$ cat config.mk
export PLATFORM = sky130hd
export DESIGN_NAME = pgw_write_encoder
export DESIGN_NICKNAME = d
export VERILOG_FILES = /design/src/rtl/pgw_pkg.sv /design/src/rtl/pgw_phase_timer.sv /design/src/rtl/pgw_frame_reg.sv /design/src/rtl/pgw_sequencer.sv /design/src/rtl/pgw_write_encoder.sv
export SDC_FILE = /design/constraint.sdc
export NUM_CORES = 1
export LEC_CHECK = 0
export CAP_MARGIN = 5
export CORE_MARGIN = 4
export CORE_UTILIZATION = 31
export DETAILED_ROUTE_END_ITERATION = 7
export GPL_TIMING_DRIVEN = 0
export PLACE_DENSITY_LB_ADDON = 0.05
export SLEW_MARGIN = 20
export SYNTH_ARGS = -nofsm -noshare
export SYNTH_HDL_FRONTEND = slang
export SYNTH_HIERARCHICAL = 1
export SYNTH_SLANG_ARGS = --single-unit
$ cat constraint.sdc
create_clock -name clk -period 4.1 [get_ports clk]
set_input_delay 1.23 -clock clk [delete_from_list [all_inputs] [get_ports clk]]
set_output_delay 1.23 -clock clk [all_outputs]
set_load 0.03 [all_outputs]
$ cat src/rtl/pgw_pkg.sv
package pgw_pkg;

  localparam int DATA_W      = 64;
  localparam int CHK_W       = 16;
  localparam int HEAD_BYTES  = 2;
  localparam int TAIL_BYTES  = 2;
  localparam int FRAME_BYTES = HEAD_BYTES + DATA_W / 8 + CHK_W / 8 + TAIL_BYTES;
  localparam int FRAME_W     = FRAME_BYTES * 8;

  localparam logic [7:0] KEY_BYTE  = 8'hBB;
  localparam logic [7:0] PASS_BYTE = 8'hEB;
  localparam logic [7:0] TRAIL_LO  = 8'h00;
  localparam logic [7:0] TRAIL_HI  = 8'h03;

  typedef enum logic [2:0] {
    PH_IDLE,
    PH_CHARGE,
    PH_GAP,
    PH_MARK,
    PH_HOLD
  } phase_e;

  typedef enum logic [2:0] {
    LEN_CHARGE,
    LEN_OFF1,
    LEN_ON1,
    LEN_OFF0,
    LEN_ON0,
    LEN_HOLD
  } len_sel_e;

endpackage

$ cat src/rtl/pgw_phase_timer.sv
module pgw_phase_timer #(
  parameter int CYC_PER_US = 125,
  parameter int LEN_W      = 16
) (
  input  logic             clk,
  input  logic             rst_n,
  input  logic             tick_en,
  input  logic             run,
  input  logic             restart,
  input  logic [LEN_W-1:0] len_us,
  output logic             phase_end
);

  localparam int PRE_W = (CYC_PER_US > 1) ? $clog2(CYC_PER_US) : 1;
  localparam logic [PRE_W-1:0] PRE_LAST = PRE_W'(CYC_PER_US - 1);

  logic [PRE_W-1:0] pre_q, pre_d;
  logic [LEN_W-1:0] us_q, us_d;
  logic             adv;
  logic             us_wrap;

  assign adv       = run && tick_en;
  assign us_wrap   = adv && (pre_q == PRE_LAST);
  assign phase_end = us_wrap && (us_q == (len_us - 1'b1));

  always_comb begin
    pre_d = pre_q;
    us_d  = us_q;
    if (restart) begin
      pre_d = '0;
      us_d  = '0;
    end else if (adv) begin
      if (pre_q == PRE_LAST) begin
        pre_d = '0;
        us_d  = phase_end ? '0 : us_q + 1'b1;
      end else begin
        pre_d = pre_q + 1'b1;
      end
    end
  end

  always_ff @(posedge clk or negedge rst_n) begin
    if (!rst_n) begin
      pre_q <= '0;
      us_q  <= '0;
    end else begin
      pre_q <= pre_d;
      us_q  <= us_d;
    end
  end

endmodule

$ cat src/rtl/pgw_frame_reg.sv
module pgw_frame_reg
  import pgw_pkg::*;
(
  input  logic              clk,
  input  logic              rst_n,
  input  logic              load,
  input  logic              shift,
  input  logic [DATA_W-1:0] data_i,
  input  logic [CHK_W-1:0]  chk_i,
  output logic              cur_bit
);

  localparam int DATA_OFS = HEAD_BYTES * 8;
  localparam int CHK_OFS  = DATA_OFS + DATA_W;
  localparam int TAIL_OFS = CHK_OFS + CHK_W;

  logic [FRAME_W-1:0] frame_img;
  logic [FRAME_W-1:0] frame_q, frame_d;

  assign frame_img[7:0]  = KEY_BYTE;
  assign frame_img[15:8] = PASS_BYTE;

  for (genvar b = 0; b < DATA_W / 8; b++) begin : g_data_byte
    assign frame_img[DATA_OFS + 8*b +: 8] = data_i[8*b +: 8];
  end

  for (genvar c = 0; c < CHK_W / 8; c++) begin : g_chk_byte
    assign frame_img[CHK_OFS + 8*c +: 8] = chk_i[8*c +: 8];
  end

  assign frame_img[TAIL_OFS +: 8]     = TRAIL_LO;
  assign frame_img[TAIL_OFS + 8 +: 8] = TRAIL_HI;

  always_comb begin
    frame_d = frame_q;
    if (load) begin
      frame_d = frame_img;
    end else if (shift) begin
      frame_d = {1'b0, frame_q[FRAME_W-1:1]};
    end
  end

  always_ff @(posedge clk or negedge rst_n) begin
    if (!rst_n) begin
      frame_q <= '0;
    end else begin
      frame_q <= frame_d;
    end
  end

  assign cur_bit = frame_q[0];

endmodule

$ cat src/rtl/pgw_sequencer.sv
module pgw_sequencer
  import pgw_pkg::*;
(
  input  logic     clk,
  input  logic     rst_n,
  input  logic     start,
  input  logic     phase_end,
  input  logic     cur_bit,
  output phase_e   phase,
  output len_sel_e len_sel,
  output logic     load,
  output logic     shift,
  output logic     restart,
  output logic     done
);

  localparam int CNT_W = $clog2(FRAME_W);
  localparam logic [CNT_W-1:0] LAST_BIT = CNT_W'(FRAME_W - 1);

  phase_e           ph_q, ph_d;
  logic [CNT_W-1:0] cnt_q, cnt_d;
  logic             done_q, done_d;
  logic             last_bit;

  assign last_bit = (cnt_q == LAST_BIT);

  always_comb begin
    ph_d    = ph_q;
    cnt_d   = cnt_q;
    done_d  = 1'b0;
    load    = 1'b0;
    shift   = 1'b0;
    restart = 1'b0;
    len_sel = LEN_CHARGE;
    unique case (ph_q)
      PH_IDLE: begin
        if (start) begin
          ph_d    = PH_CHARGE;
          cnt_d   = '0;
          load    = 1'b1;
          restart = 1'b1;
        end
      end
      PH_CHARGE: begin
        len_sel = LEN_CHARGE;
        if (phase_end) ph_d = PH_GAP;
      end
      PH_GAP: begin
        len_sel = cur_bit ? LEN_OFF1 : LEN_OFF0;
        if (phase_end) ph_d = PH_MARK;
      end
      PH_MARK: begin
        len_sel = cur_bit ? LEN_ON1 : LEN_ON0;
        if (phase_end) begin
          if (last_bit) begin
            ph_d = PH_HOLD;
          end else begin
            ph_d  = PH_GAP;
            shift = 1'b1;
            cnt_d = cnt_q + 1'b1;
          end
        end
      end
      PH_HOLD: begin
        len_sel = LEN_HOLD;
        if (phase_end) begin
          ph_d   = PH_IDLE;
          done_d = 1'b1;
        end
      end
      default: ph_d = PH_IDLE;
    endcase
  end

  always_ff @(posedge clk or negedge rst_n) begin
    if (!rst_n) begin
      ph_q   <= PH_IDLE;
      cnt_q  <= '0;
      done_q <= 1'b0;
    end else begin
      ph_q   <= ph_d;
      cnt_q  <= cnt_d;
      done_q <= done_d;
    end
  end

  assign phase = ph_q;
  assign done  = done_q;

endmodule

$ cat src/rtl/pgw_write_encoder.sv
module pgw_write_encoder
  import pgw_pkg::*;
#(
  parameter int CYC_PER_US  = 125,
  parameter int ONE_OFF_US  = 1000,
  parameter int ONE_ON_US   = 1000,
  parameter int ZERO_OFF_US = 300,
  parameter int ZERO_ON_US  = 1700,
  parameter int CHARGE_US   = 50000,
  parameter int HOLD_US     = 50000
) (
  input  logic        clk,
  input  logic        rst_n,
  input  logic        tick_en,
  input  logic        start,
  input  logic [63:0] data_i,
  input  logic [15:0] chk_i,
  output logic        field_on,
  output logic        busy,
  output logic        done
);

  localparam int MAX_A  = (ONE_OFF_US > ONE_ON_US) ? ONE_OFF_US : ONE_ON_US;
  localparam int MAX_B  = (ZERO_OFF_US > ZERO_ON_US) ? ZERO_OFF_US : ZERO_ON_US;
  localparam int MAX_C  = (CHARGE_US > HOLD_US) ? CHARGE_US : HOLD_US;
  localparam int MAX_AB = (MAX_A > MAX_B) ? MAX_A : MAX_B;
  localparam int MAX_US = (MAX_AB > MAX_C) ? MAX_AB : MAX_C;
  localparam int LEN_W  = $clog2(MAX_US + 1);

  phase_e           phase;
  len_sel_e         len_sel;
  logic [LEN_W-1:0] len_us;
  logic             load, shift, restart, phase_end, cur_bit, run;

  always_comb begin
    unique case (len_sel)
      LEN_CHARGE: len_us = LEN_W'(CHARGE_US);
      LEN_OFF1:   len_us = LEN_W'(ONE_OFF_US);
      LEN_ON1:    len_us = LEN_W'(ONE_ON_US);
      LEN_OFF0:   len_us = LEN_W'(ZERO_OFF_US);
      LEN_ON0:    len_us = LEN_W'(ZERO_ON_US);
      LEN_HOLD:   len_us = LEN_W'(HOLD_US);
      default:    len_us = LEN_W'(HOLD_US);
    endcase
  end

  assign run = (phase != PH_IDLE);

  pgw_phase_timer #(
    .CYC_PER_US (CYC_PER_US),
    .LEN_W      (LEN_W)
  ) u_timer (
    .clk       (clk),
    .rst_n     (rst_n),
    .tick_en   (tick_en),
    .run       (run),
    .restart   (restart),
    .len_us    (len_us),
    .phase_end (phase_end)
  );

  pgw_frame_reg u_frame (
    .clk     (clk),
    .rst_n   (rst_n),
    .load    (load),
    .shift   (shift),
    .data_i  (data_i),
    .chk_i   (chk_i),
    .cur_bit (cur_bit)
  );

  pgw_sequencer u_seq (
    .clk       (clk),
    .rst_n     (rst_n),
    .start     (start),
    .phase_end (phase_end),
    .cur_bit   (cur_bit),
    .phase     (phase),
    .len_sel   (len_sel),
    .load      (load),
    .shift     (shift),
    .restart   (restart),
    .done      (done)
  );

  assign field_on = (phase != PH_GAP);
  assign busy     = run;

endmodule

==> out/qor.yml <==
outcome: "finished with violations"
violations: "negative setup slack"
port_buffers: 86
detail-route-antenna-nets: 0
power_uw: 3580
path_cells: "nand3b_1 > o21ai_2 > buf_6 > or3b_4 > and2_4 > or4_4 > or4bb_1 > o311a_1 > nand2_1 > nor4b_4 > and4b_2 > o31a_4 > buf_12 > buf_12 > buf_12 > buf_12 > mux2i_2 > o21ai_1"
clk_pin_slew_worst_paths_ps: 60
path_common_cell: "buf_12"
hold_ws_ps: 476
synthCells: 752
syn2layout_area_growth_pct: 37.1
grt-ovfl-total: 0
setup_viol: 107
avgViaCountPerCell: 4.76
critPathMaxStageDelay_ps: 490
ctsLongestPathBuffers: 2
synth_compound_area_share_pct: 12.2
clock_sinks: 140
synth_top_family_by_area: "simple AND/OR/NAND/NOR gates"
ys_warn_count: 6
synth_fa_ha_area_share_pct: 0.828
finalHoldViolCount: 0
yosysSeqAreaShare_pct: 46.4
hpwlAfterDp_mm: 13.1
wl_per_cell_um: 15.1
track_usage_pct: 14.2
crit_path_max_fanout: 8
max-cap-violations: 0
fmax_ghz: 0.225
drive_gt1_share_pct: 18.9
worstSetupPathType: "reg2reg"
setup_ws_ps: -336
irDropWorstVdd_mv: 0.216
antenna_found_initial: 0
coreArea_sq_mm: 0.0238
grt_pass1_wl_mm: 31.0
layout_common_cells: "dfrtp_1 (138), nand2_1 (109), clkdlybuf4s50_1 (85)"
synth-simple-area-share_pct: 18.4
synth-xor-area-share_pct: 3.94
rows: 56
drc: 0
end_kind: "register"
worst_setup_path_start_kind: "register"
cts_root_buf: "clkbuf_16"
finalCritPeriodShare_pct: 108
fin_crit_ps: 4440
tightest_slew_ps: 602
dieArea_sq_mm: 0.0269
clk_latency_ps: 420
arrival_ps: 4720
syn_avg_cell_area_sq_um: 10.0
dpl_cell_area_sq_mm: 0.00898
nNetsFinal: 1011
ys_ff_latch: 140
drt_iter0_markers: 333
cp.required_ps: 4380
crit_slowest_cell: "or4_4"
p_leak_uw: 0.00411
die_width_um: 164
grt_pass1_vias: 6161
dr.pass1.iters: 4
fin_area_sq_mm: 0.0104
synth_edf_count: 0
power_density_mw_per_mm2: 345
antennaDiodeCount: 0
relSlewSlack_pct: 59.7
slew_viol_final: 0
ys.flop_type: "dfrtp_1"
post-route-util_pct: 43.6
cts_tree: "done"
globalplace.congestion: 0.807
start_util_pct: 31.8
vias: 5974
rrSetupSlack_ps: -340
cts_max_level: 4
ys_types: 73
totalWireLength_mm: 19.0
async_flop_share_pct: 100
fin_skew_ps: 10.6
final_common_cell: "dfrtp_1"
rsz0062_at_grt: "yes"
ctsHoldBuffers: 0
hold_class: "reg2reg"
ioPinCount: 87
die_h_um: 164
syn_area_sq_mm: 0.00755
synthMuxAreaShare_pct: 12.8
cts_inserted_buffers: 17
grt_max_degree: 81
cells by family (layout without fill, tap and decap cells):
kind of cell    Yosys count  after routing
mux                      96             96
buf+inv                  58            217
other cells               1             25
xor+xnor                 34             34
flops                   140            140
simple gates            271            271
compound gates          147            147
fa+ha+maj                 5              5
area by class of cell:
| class | instances | area (sq um) |
|---|---|---|
| multi-input combinational | 578 | 3920 |
| inverter | 11 | 51.3 |
| sequential | 140 | 3510 |
| buffer | 44 | 429 |
| clock inverter | 13 | 183 |
| tap | 319 | 399 |
| fill | 2278 | 13400 |
| timing repair buffer | 130 | 1430 |
| clock buffer | 19 | 443 |
synthesized netlist by cell type, types with 10 or more instances:
master,count,area [sq um]
a211o_1,13,114
a21oi_1,12,60.1
and2_1,12,75.1
buf_2,11,55.1
buf_6,13,146
clkbuf_1,12,45.0
dfrtp_1,140,3500
mux2i_1,95,951
nand2_1,111,417
nand3_1,10,50.1
nand4_1,10,62.6
nor2_1,45,169
nor2_2,11,68.8
nor3_1,10,50.1
o21ai_0,58,290
o21ai_1,35,175
xnor2_1,15,131
xor2_1,19,166
worst max-delay path: cells and delay by family (launching register included):
| kind | cells | cell delay, ps |
|---|---|---|
| mux | 1 | 210 |
| flops | 1 | 450 |
| compound gates | 4 | 550 |
| simple gates | 8 | 2490 |
| buf+inv | 5 | 580 |
power by group:
part	internal, uW	leakage (uW)	switching, uW	total [uW]
clock	993	0.000300	648	1640
combinational	184	0.00206	137	321
sequential	1520	0.00175	98.7	1610
total	2690	0.00411	884	3580
per-layer routing:
layer / up-vias / wire length (um) / global-route usage, %
li1: 2961 / - / -
met3: 10 / 515 / 3.04
met1: 2934 / 9010 / 19.0
met4: 0 / 153 / 3.09
met5: - / 0 / 0
met2: 69 / 9280 / 23.9
stage by stage:
stage                     setup TNS (ps)  setup slack (ps)  instances
final                             -27340              -336       1254
after global routing              -43570              -498       1254
after CTS                         -29200              -342       1243
after detailed placement          -89600              -912       1182
after global placement           -634050             -3950       1181
after floorplan                    -4930              -107        776
path summary, 6_finish.rpt:
check / start / to / cells after the start
max: u_seq/phase[2] / u_frame/frame_q[75] / 18
min: u_frame/frame_q[8] / u_frame/frame_q[8] / 1
max reg2reg: u_seq/phase[2] / u_frame/frame_q[75] / 18
min reg2reg: u_frame/frame_q[8] / u_frame/frame_q[8] / 1
max in group asynchronous: rst_n / u_frame/frame_q[18] / 2
min in group asynchronous: rst_n / u_timer/pre_q[5] / 1
registers in the layout (all words and copies together) (netlist names):
name / cells
u_timer/pre_q: 7
u_seq/cnt_q: 7
u_seq/phase: 3
u_seq/done: 1
u_timer/us_q: 16
u_frame/frame_q: 106
timing repair:
item | in CTS | in global routing
gates resized for setup | 87 | 34
setup buffers | 25 | 9
pin swaps | 15 | 17
cloned | 5 | 4
endpoints found under the hold margin | 0 | 0
setup endpoints to repair | 117 | 115
Note: power is estimated with default switching activity, not from simulation.
